===== src/rtl/wtdma_pkg.sv =====
`timescale 1ns/1ps
package wtdma_pkg;
  // control byte bit positions (software decodes these)
  localparam int CB_REQ    = 0;
  localparam int CB_TOSYS  = 1;
  localparam int CB_WIDE   = 2;
  localparam int CB_IRQEN  = 5;
  localparam int CB_TCFLAG = 6;
  localparam int CB_LOWRAW = 6;
  localparam int CB_FLIP   = 7;

  localparam logic [1:0] SEL_CTRL  = 2'd0;
  localparam logic [1:0] SEL_START = 2'd1;
  localparam logic [1:0] SEL_EXT   = 2'd2;

  typedef struct packed {
    logic busy;
    logic toSys;
    logic flipMsb;
    logic lowPass;
    logic wide;
    logic hiByte;
  } xfer_strobe_t;
endpackage


===== src/rtl/wtdma_ctrl.sv =====
`timescale 1ns/1ps
module wtdma_ctrl
  import wtdma_pkg::*;
#(
  parameter int START_W = 16,
  parameter int LEN_W   = 16
) (
  input  logic               clk,
  input  logic               rstN,
  input  logic               regWrEn,
  input  logic               regRdEn,
  input  logic [1:0]         regSel,
  input  logic [START_W-1:0] regWrData,
  output logic [START_W-1:0] regRdData,
  input  logic               wideChan,
  input  logic [LEN_W-1:0]   xferLen,
  input  logic               beat,
  output xfer_strobe_t       strobes,
  output logic [START_W-1:0] startPos,
  output logic [3:0]         extNib,
  output logic [LEN_W:0]     byteIdx,
  output logic               dmaReq,
  output logic               irq
);
  localparam int IDX_W = LEN_W + 1;

  logic [7:0]         ctrlQ;
  logic [START_W-1:0] startQ;
  logic [3:0]         extQ;
  logic               busyQ;
  logic               wideQ;
  logic               irqQ;
  logic [LEN_W-1:0]   lenQ;
  logic [IDX_W-1:0]   idxQ;
  logic [IDX_W-1:0]   totalQ;

  logic               ctrlRd;
  logic               launch;
  logic [IDX_W-1:0]   launchTotal;
  logic               lastBeat;
  logic               finish;
  logic [LEN_W-1:0]   finLen;
  logic [7:0]         rdCtrl;

  assign ctrlRd      = regRdEn && (regSel == SEL_CTRL);
  assign launch      = !busyQ && ctrlQ[CB_REQ];
  assign launchTotal = wideChan ? {xferLen, 1'b0} : {1'b0, xferLen};
  assign lastBeat    = busyQ && beat && ((idxQ + 1'b1) == totalQ);
  assign finish      = lastBeat || (launch && (launchTotal == '0));
  assign finLen      = busyQ ? lenQ : xferLen;

  always_ff @(posedge clk or negedge rstN) begin
    if (!rstN) begin
      ctrlQ  <= '0;
      startQ <= '0;
      extQ   <= '0;
      busyQ  <= 1'b0;
      wideQ  <= 1'b0;
      irqQ   <= 1'b0;
      lenQ   <= '0;
      idxQ   <= '0;
      totalQ <= '0;
    end else begin
      // configuration is frozen while bytes are moving
      if (regWrEn && !busyQ) begin
        case (regSel)
          SEL_CTRL:  ctrlQ  <= regWrData[7:0];
          SEL_START: startQ <= regWrData;
          SEL_EXT:   extQ   <= regWrData[3:0];
          default: ;
        endcase
      end
      if (ctrlRd) begin
        ctrlQ[CB_TCFLAG] <= 1'b0;
        ctrlQ[CB_WIDE]   <= 1'b0;
        irqQ             <= 1'b0;
      end
      if (launch && (launchTotal != '0)) begin
        busyQ  <= 1'b1;
        lenQ   <= xferLen;
        wideQ  <= wideChan;
        idxQ   <= '0;
        totalQ <= launchTotal;
      end
      if (busyQ && beat) idxQ <= idxQ + 1'b1;
      if (finish) begin
        busyQ         <= 1'b0;
        ctrlQ[CB_REQ] <= 1'b0;
        startQ        <= startQ + START_W'(finLen >> 4);
        extQ          <= extQ + finLen[3:0];
        if (ctrlQ[CB_IRQEN]) irqQ <= 1'b1;
      end
    end
  end

  always_comb begin
    rdCtrl = ctrlQ;
    rdCtrl[CB_TCFLAG] = ctrlQ[CB_TCFLAG] | irqQ;
    rdCtrl[CB_WIDE]   = ctrlQ[CB_WIDE] | wideChan;
    case (regSel)
      SEL_CTRL:  regRdData = START_W'(rdCtrl);
      SEL_START: regRdData = startQ;
      SEL_EXT:   regRdData = START_W'(extQ);
      default:   regRdData = '0;
    endcase
  end

  always_comb begin
    strobes.busy    = busyQ;
    strobes.toSys   = ctrlQ[CB_TOSYS];
    strobes.flipMsb = ctrlQ[CB_FLIP] && !ctrlQ[CB_TOSYS];
    strobes.lowPass = ctrlQ[CB_LOWRAW];
    strobes.wide    = wideQ;
    strobes.hiByte  = idxQ[0];
  end

  assign startPos = startQ;
  assign extNib   = extQ;
  assign byteIdx  = idxQ;
  assign dmaReq   = ctrlQ[CB_REQ];
  assign irq      = irqQ;
endmodule


===== src/rtl/wtdma_path.sv =====
`timescale 1ns/1ps
module wtdma_path
  import wtdma_pkg::*;
#(
  parameter int START_W = 16,
  parameter int LEN_W   = 16
) (
  input  xfer_strobe_t         strobes,
  input  logic [START_W-1:0]   startPos,
  input  logic [3:0]           extNib,
  input  logic [LEN_W:0]       byteIdx,
  input  logic                 inValid,
  output logic                 inReady,
  input  logic [7:0]           inData,
  output logic                 outValid,
  input  logic                 outReady,
  output logic [7:0]           outData,
  output logic [START_W+3:0]   localAddr,
  output logic                 toSys,
  output logic                 beat
);
  localparam int ADDR_W = START_W + 4;
  // top two bits kept, paragraph bits below them doubled for 16-bit channels
  localparam logic [ADDR_W-1:0] HI_MASK  = {2'b11, {(ADDR_W-2){1'b0}}};
  localparam logic [ADDR_W-1:0] MID_MASK = {3'b000, {(ADDR_W-7){1'b1}}, 4'b0000};

  logic [ADDR_W-1:0] narrowOff;
  logic [ADDR_W-1:0] wideOff;
  logic [ADDR_W-1:0] baseAddr;
  logic              keepRaw;

  assign narrowOff = {startPos, extNib};
  assign wideOff   = (narrowOff & HI_MASK) + ((narrowOff & MID_MASK) << 1);
  assign baseAddr  = strobes.wide ? wideOff : narrowOff;
  assign localAddr = baseAddr + ADDR_W'(byteIdx);

  assign outValid = strobes.busy && inValid;
  assign inReady  = strobes.busy && outReady;
  assign beat     = strobes.busy && inValid && outReady;

  assign keepRaw = strobes.wide && !strobes.hiByte && strobes.lowPass;
  assign outData = (strobes.flipMsb && !keepRaw) ? (inData ^ 8'h80) : inData;
  assign toSys   = strobes.toSys;
endmodule


===== src/rtl/wtdma_engine.sv =====
`timescale 1ns/1ps
module wtdma_engine
  import wtdma_pkg::*;
#(
  parameter int START_W = 16,
  parameter int LEN_W   = 16
) (
  input  logic               clk,
  input  logic               rstN,
  input  logic               regWrEn,
  input  logic               regRdEn,
  input  logic [1:0]         regSel,
  input  logic [START_W-1:0] regWrData,
  output logic [START_W-1:0] regRdData,
  input  logic               wideChan,
  input  logic [LEN_W-1:0]   xferLen,
  output logic               dmaReq,
  output logic               irq,
  input  logic               inValid,
  output logic               inReady,
  input  logic [7:0]         inData,
  output logic               outValid,
  input  logic               outReady,
  output logic [7:0]         outData,
  output logic [START_W+3:0] localAddr,
  output logic               toSys
);
  xfer_strobe_t       strobes;
  logic [START_W-1:0] startPos;
  logic [3:0]         extNib;
  logic [LEN_W:0]     byteIdx;
  logic               beat;

  wtdma_ctrl #(.START_W(START_W), .LEN_W(LEN_W)) u_ctrl (
    .clk(clk), .rstN(rstN),
    .regWrEn(regWrEn), .regRdEn(regRdEn), .regSel(regSel),
    .regWrData(regWrData), .regRdData(regRdData),
    .wideChan(wideChan), .xferLen(xferLen), .beat(beat),
    .strobes(strobes), .startPos(startPos), .extNib(extNib),
    .byteIdx(byteIdx), .dmaReq(dmaReq), .irq(irq)
  );

  wtdma_path #(.START_W(START_W), .LEN_W(LEN_W)) u_path (
    .strobes(strobes), .startPos(startPos), .extNib(extNib), .byteIdx(byteIdx),
    .inValid(inValid), .inReady(inReady), .inData(inData),
    .outValid(outValid), .outReady(outReady), .outData(outData),
    .localAddr(localAddr), .toSys(toSys), .beat(beat)
  );
endmodule


===== config.mk =====
export PLATFORM = sky130hd
export DESIGN_NAME = wtdma_engine
export DESIGN_NICKNAME = d
export VERILOG_FILES = /design/src/rtl/wtdma_pkg.sv /design/src/rtl/wtdma_ctrl.sv /design/src/rtl/wtdma_path.sv /design/src/rtl/wtdma_engine.sv
export SDC_FILE = /design/constraint.sdc
export NUM_CORES = 1
export LEC_CHECK = 0
export BUFFER_PORTS_ARGS = -buffer_cell sky130_fd_sc_hd__buf_2
export CAP_MARGIN = 20
export CORE_MARGIN = 1.5
export CORE_UTILIZATION = 50
export CTS_BUF_LIST = sky130_fd_sc_hd__clkbuf_2 sky130_fd_sc_hd__clkbuf_4 sky130_fd_sc_hd__clkbuf_8
export DETAILED_ROUTE_END_ITERATION = 8
export PLACE_DENSITY = 0.7
export REMOVE_ABC_BUFFERS = 1
export SKIP_LAST_GASP = 1
export SLEW_MARGIN = 20
export SYNTH_ARGS = -nofsm -noshare
export SYNTH_HDL_FRONTEND = slang
export SYNTH_SLANG_ARGS = --single-unit

===== constraint.sdc =====
create_clock -name clk -period 3.8 [get_ports clk]
set_clock_uncertainty 0.1 [all_clocks]
set_input_delay 0.38 -clock clk [delete_from_list [all_inputs] [get_ports clk]]
set_output_delay 0.38 -clock clk [all_outputs]
set_load 0.05 [all_outputs]

==> impl_metrics.toml <==
[clock_network]
cts_made_buffers = 9
clk_transition_reported_paths_ns = 0.09
tritoncts_num_sinks = 81
cts_htree_levels = 3
tritoncts = "built"
clock_latency_ns = 0.37
clockRootBuffer = "clkbuf_8"
cts_buffer_depth = 2

[synth]
synth_warnings = 0
synthFlopType = "dfrtp_1"
yosys.cell_types.count = 62
synth_largest_area_cell = "dfrtp_1"
synth-seq-area-share_pct = 31.4
synth_largest_type_area_fraction_pct = 31.4
synth_compound_area_share_pct = 17.6
yosys-top-cells-area = "dfrtp_1 (31%), mux2_2 (8.0%), ha_1 (6.4%)"
largest_family_of_logic_cells_by_synthesized_area = "simple AND/OR/NAND/NOR gates"
post_synth_xor_area_fraction_pct = 5.97
synth-edff-count = 0
post_synth_inst_count = 742
simple_logic_cell_fraction_of_the_synthesized_area_pct = 18.6
ys_ff_latch = 81
synth_adder_area_share_pct = 7.33
netlist_area_um2 = 6450
synth.area.mux_share_pct = 14.4
async_reset_ff_share_pct = 100
synth_area_per_cell_um2 = 8.70

[global_route]
grt_max_degree = 82
first_global_vias = 5609
grt_util_all_layers_pct = 27.3
grt_first_pass_wirelength_um = 28600
grt-ovfl-total = 0
antenna_found_initial = 0

[sta]
report.final.setup_viol = 0
period_needed_ns = 3.75
max_freq_mhz = 266
timing.hold.ws_ns = -0.0484
grt_setup_unrepaired = "yes"
final.period_utilization_pct = 98.8
timing_hold_violations_final = 80
worstMarginPinSlew_ns = 0.767
timing.final.max_slew_violations = 0
slew_headroom_pct = 48.9

[placed_design]
count_of_port_buffers_added_during_placement = 83
dpl.hpwl_um = 13200
place.gp.congestion = 0.867
placed_area_um2 = 7050

[setup_path]
crit_path_end_kind = "output pin"
crit_fanout = 6
arrival_ns = 3.27
crit_required_ns = 3.32
worstSetupPathType = "reg -> out"
setup.worst_path.start_class = "register"

[routing]
drt_first_pass_iters = 4
antenna_violating_nets_remaining = 0
drt_drc_violations_left = 0
detail_route.wl_per_cell_um = 18.0
detail_route.wirelength_um = 17800
viasPerCell = 5.94
first_iter_violations = 400
via_count = 5877

[cells_and_area]
layout-drive-gt1-share_pct = 23.1
area.growth.synth_to_final_pct = 14.5
final_net_count = 898
design_area_um2 = 7390
antenna_cells = 0
final_common_cell = "dfrtp_1"
final_cell_mix = "dfrtp_1 (80), buf_2 (76), o21ai_0 (65)"

[power_and_ir_drop]
power.leakage_nw = 3.42
report.power.total_mw = 5.06
ir_drop_mv = 0.409
p_per_area_nw_per_um2 = 685

[outcome]
violations = "hold timing"
run_status = "finished, violations left"

[floorplanning]
io-pin-count = 98
fp.dieW_um = 117
floorplan.core_area_um2 = 12600
core.rowCount = 41
die-area_um2 = 13600
floorplan.initialDensity_pct = 51.1
die-height_um = 117

[job]
max_cap_viol_count = 0

[worst_hold_path]
hold_class = "in -> async"
==> cell families after synthesis <==
| group | Yosys count |
|---|---|
| buffers and inverters | 71 |
| multiplexers | 87 |
| flip-flops | 81 |
| XOR/XNOR | 44 |
| adder cells (fa/ha/maj) | 36 |
| AO/OA/AOI/OAI | 186 |
| AND/OR/NAND/NOR | 237 |
==> path summary, 6_finish.rpt <==
path / start / to / slack [ns] / depth (start not counted)
setup / recovery: u_ctrl.wideQ / localAddr[17] / 0.05 / 10
hold / removal: rstN / u_ctrl.lenQ[3] / -0.05 / 1
setup reg to reg: u_ctrl.byteIdx[1] / u_ctrl.startPos[0] / 0.36 / 9
hold reg to reg: u_ctrl.lenQ[6] / u_ctrl.lenQ[6] / 0.39 / 2
max in group asynchronous: rstN / u_ctrl.wideQ / 3.10 / 1
min in group clk: regWrData[5] / u_ctrl.ctrlQ[5] / 0.13 / 3
==> cell type report <==
| cell class | count | area (um^2) |
|---|---|---|
| Timing Repair Buffer | 110 | 667 |
| Multi-Input combinational cell | 590 | 4200 |
| Fill cell | 1143 | 5230 |
| Clock buffer | 13 | 173 |
| Sequential cell | 81 | 2030 |
| Tap cell | 172 | 215 |
| Clock inverter | 3 | 23.8 |
| Inverter | 21 | 78.8 |
==> critical path: stages, from the launching register on <==
cell and delay (ns):
dfrtp_2 0.42, clkdlybuf4s18_2 0.29, mux2_2 0.35, ha_1 0.34
and3_1 0.21, nand3_1 0.10, o21ai_2 0.20, a41oi_2 0.19
a211oi_1 0.29, xor2_1 0.22, clkbuf_4 0.27
==> state kept, by name (all words and copies together) (netlist names) <==
register,cells
u_ctrl.startPos,16
u_ctrl.wideQ,1
u_ctrl.busyQ,1
u_ctrl.irq,1
u_ctrl.byteIdx,17
u_ctrl.totalQ,17
u_ctrl.lenQ,16
u_ctrl.extNib,4
u_ctrl.ctrlQ,8
==> metrics by stage <==
stage / TNS [ns] / worst slack [ns] / cells / utilization, %
2_1_floorplan: -0.0209 / -0.0209 / 692 / -
3_3_place_gp: 0 / 0.175 / 968 / 55.8
3_5_place_dp: 0 / 0.0460 / 968 / 55.8
4_1_cts: -0.0114 / -0.0114 / 986 / 57.9
5_1_grt: -0.243 / -0.119 / 990 / 58.5
6_report: 0 / 0.0468 / 990 / 58.5
==> synth_stat cells, types with 15 or more instances <==
cell type	n
nand2_1	62
inv_1	21
xnor2_1	28
clkbuf_1	32
ha_1	33
mux2_2	46
dfrtp_1	81
and2_1	15
mux2i_1	38
nor2_1	54
o21ai_0	69
a21oi_1	41
nand3_1	21
xor2_1	16
==> routing by layer <==
| layer | vias up | track usage [%] | part of all wire [%] |
|---|---|---|---|
| li1 | 2816 | - | - |
| met1 | 2841 | 37.0 | 45 |
| met2 | 190 | 44.6 | 48 |
| met3 | 30 | 3.63 | 5.0 |
| met4 | 0 | 10.8 | 2.6 |
| met5 | - | 0 | 0 |
==> repair_timing <==
| action | 4_1_cts | 5_1_grt |
|---|---|---|
| setup endpoints to repair | 7 | 9 |
| buffers inserted | 2 | 4 |
| resized for setup | 15 | 10 |
| pin swaps | 1 | 3 |
| hold buffers | 0 | 0 |
==> where the power goes <==
group	switching [mW]	leakage [nW]	internal (mW)	total, mW
Sequential	0.337	1.04	1.15	1.48
Combinational	1.80	2.28	1.14	2.94
Clock	0.337	0.0953	0.300	0.637
Total	2.48	3.42	2.58	5.06
(Power assumes the default switching activity.)
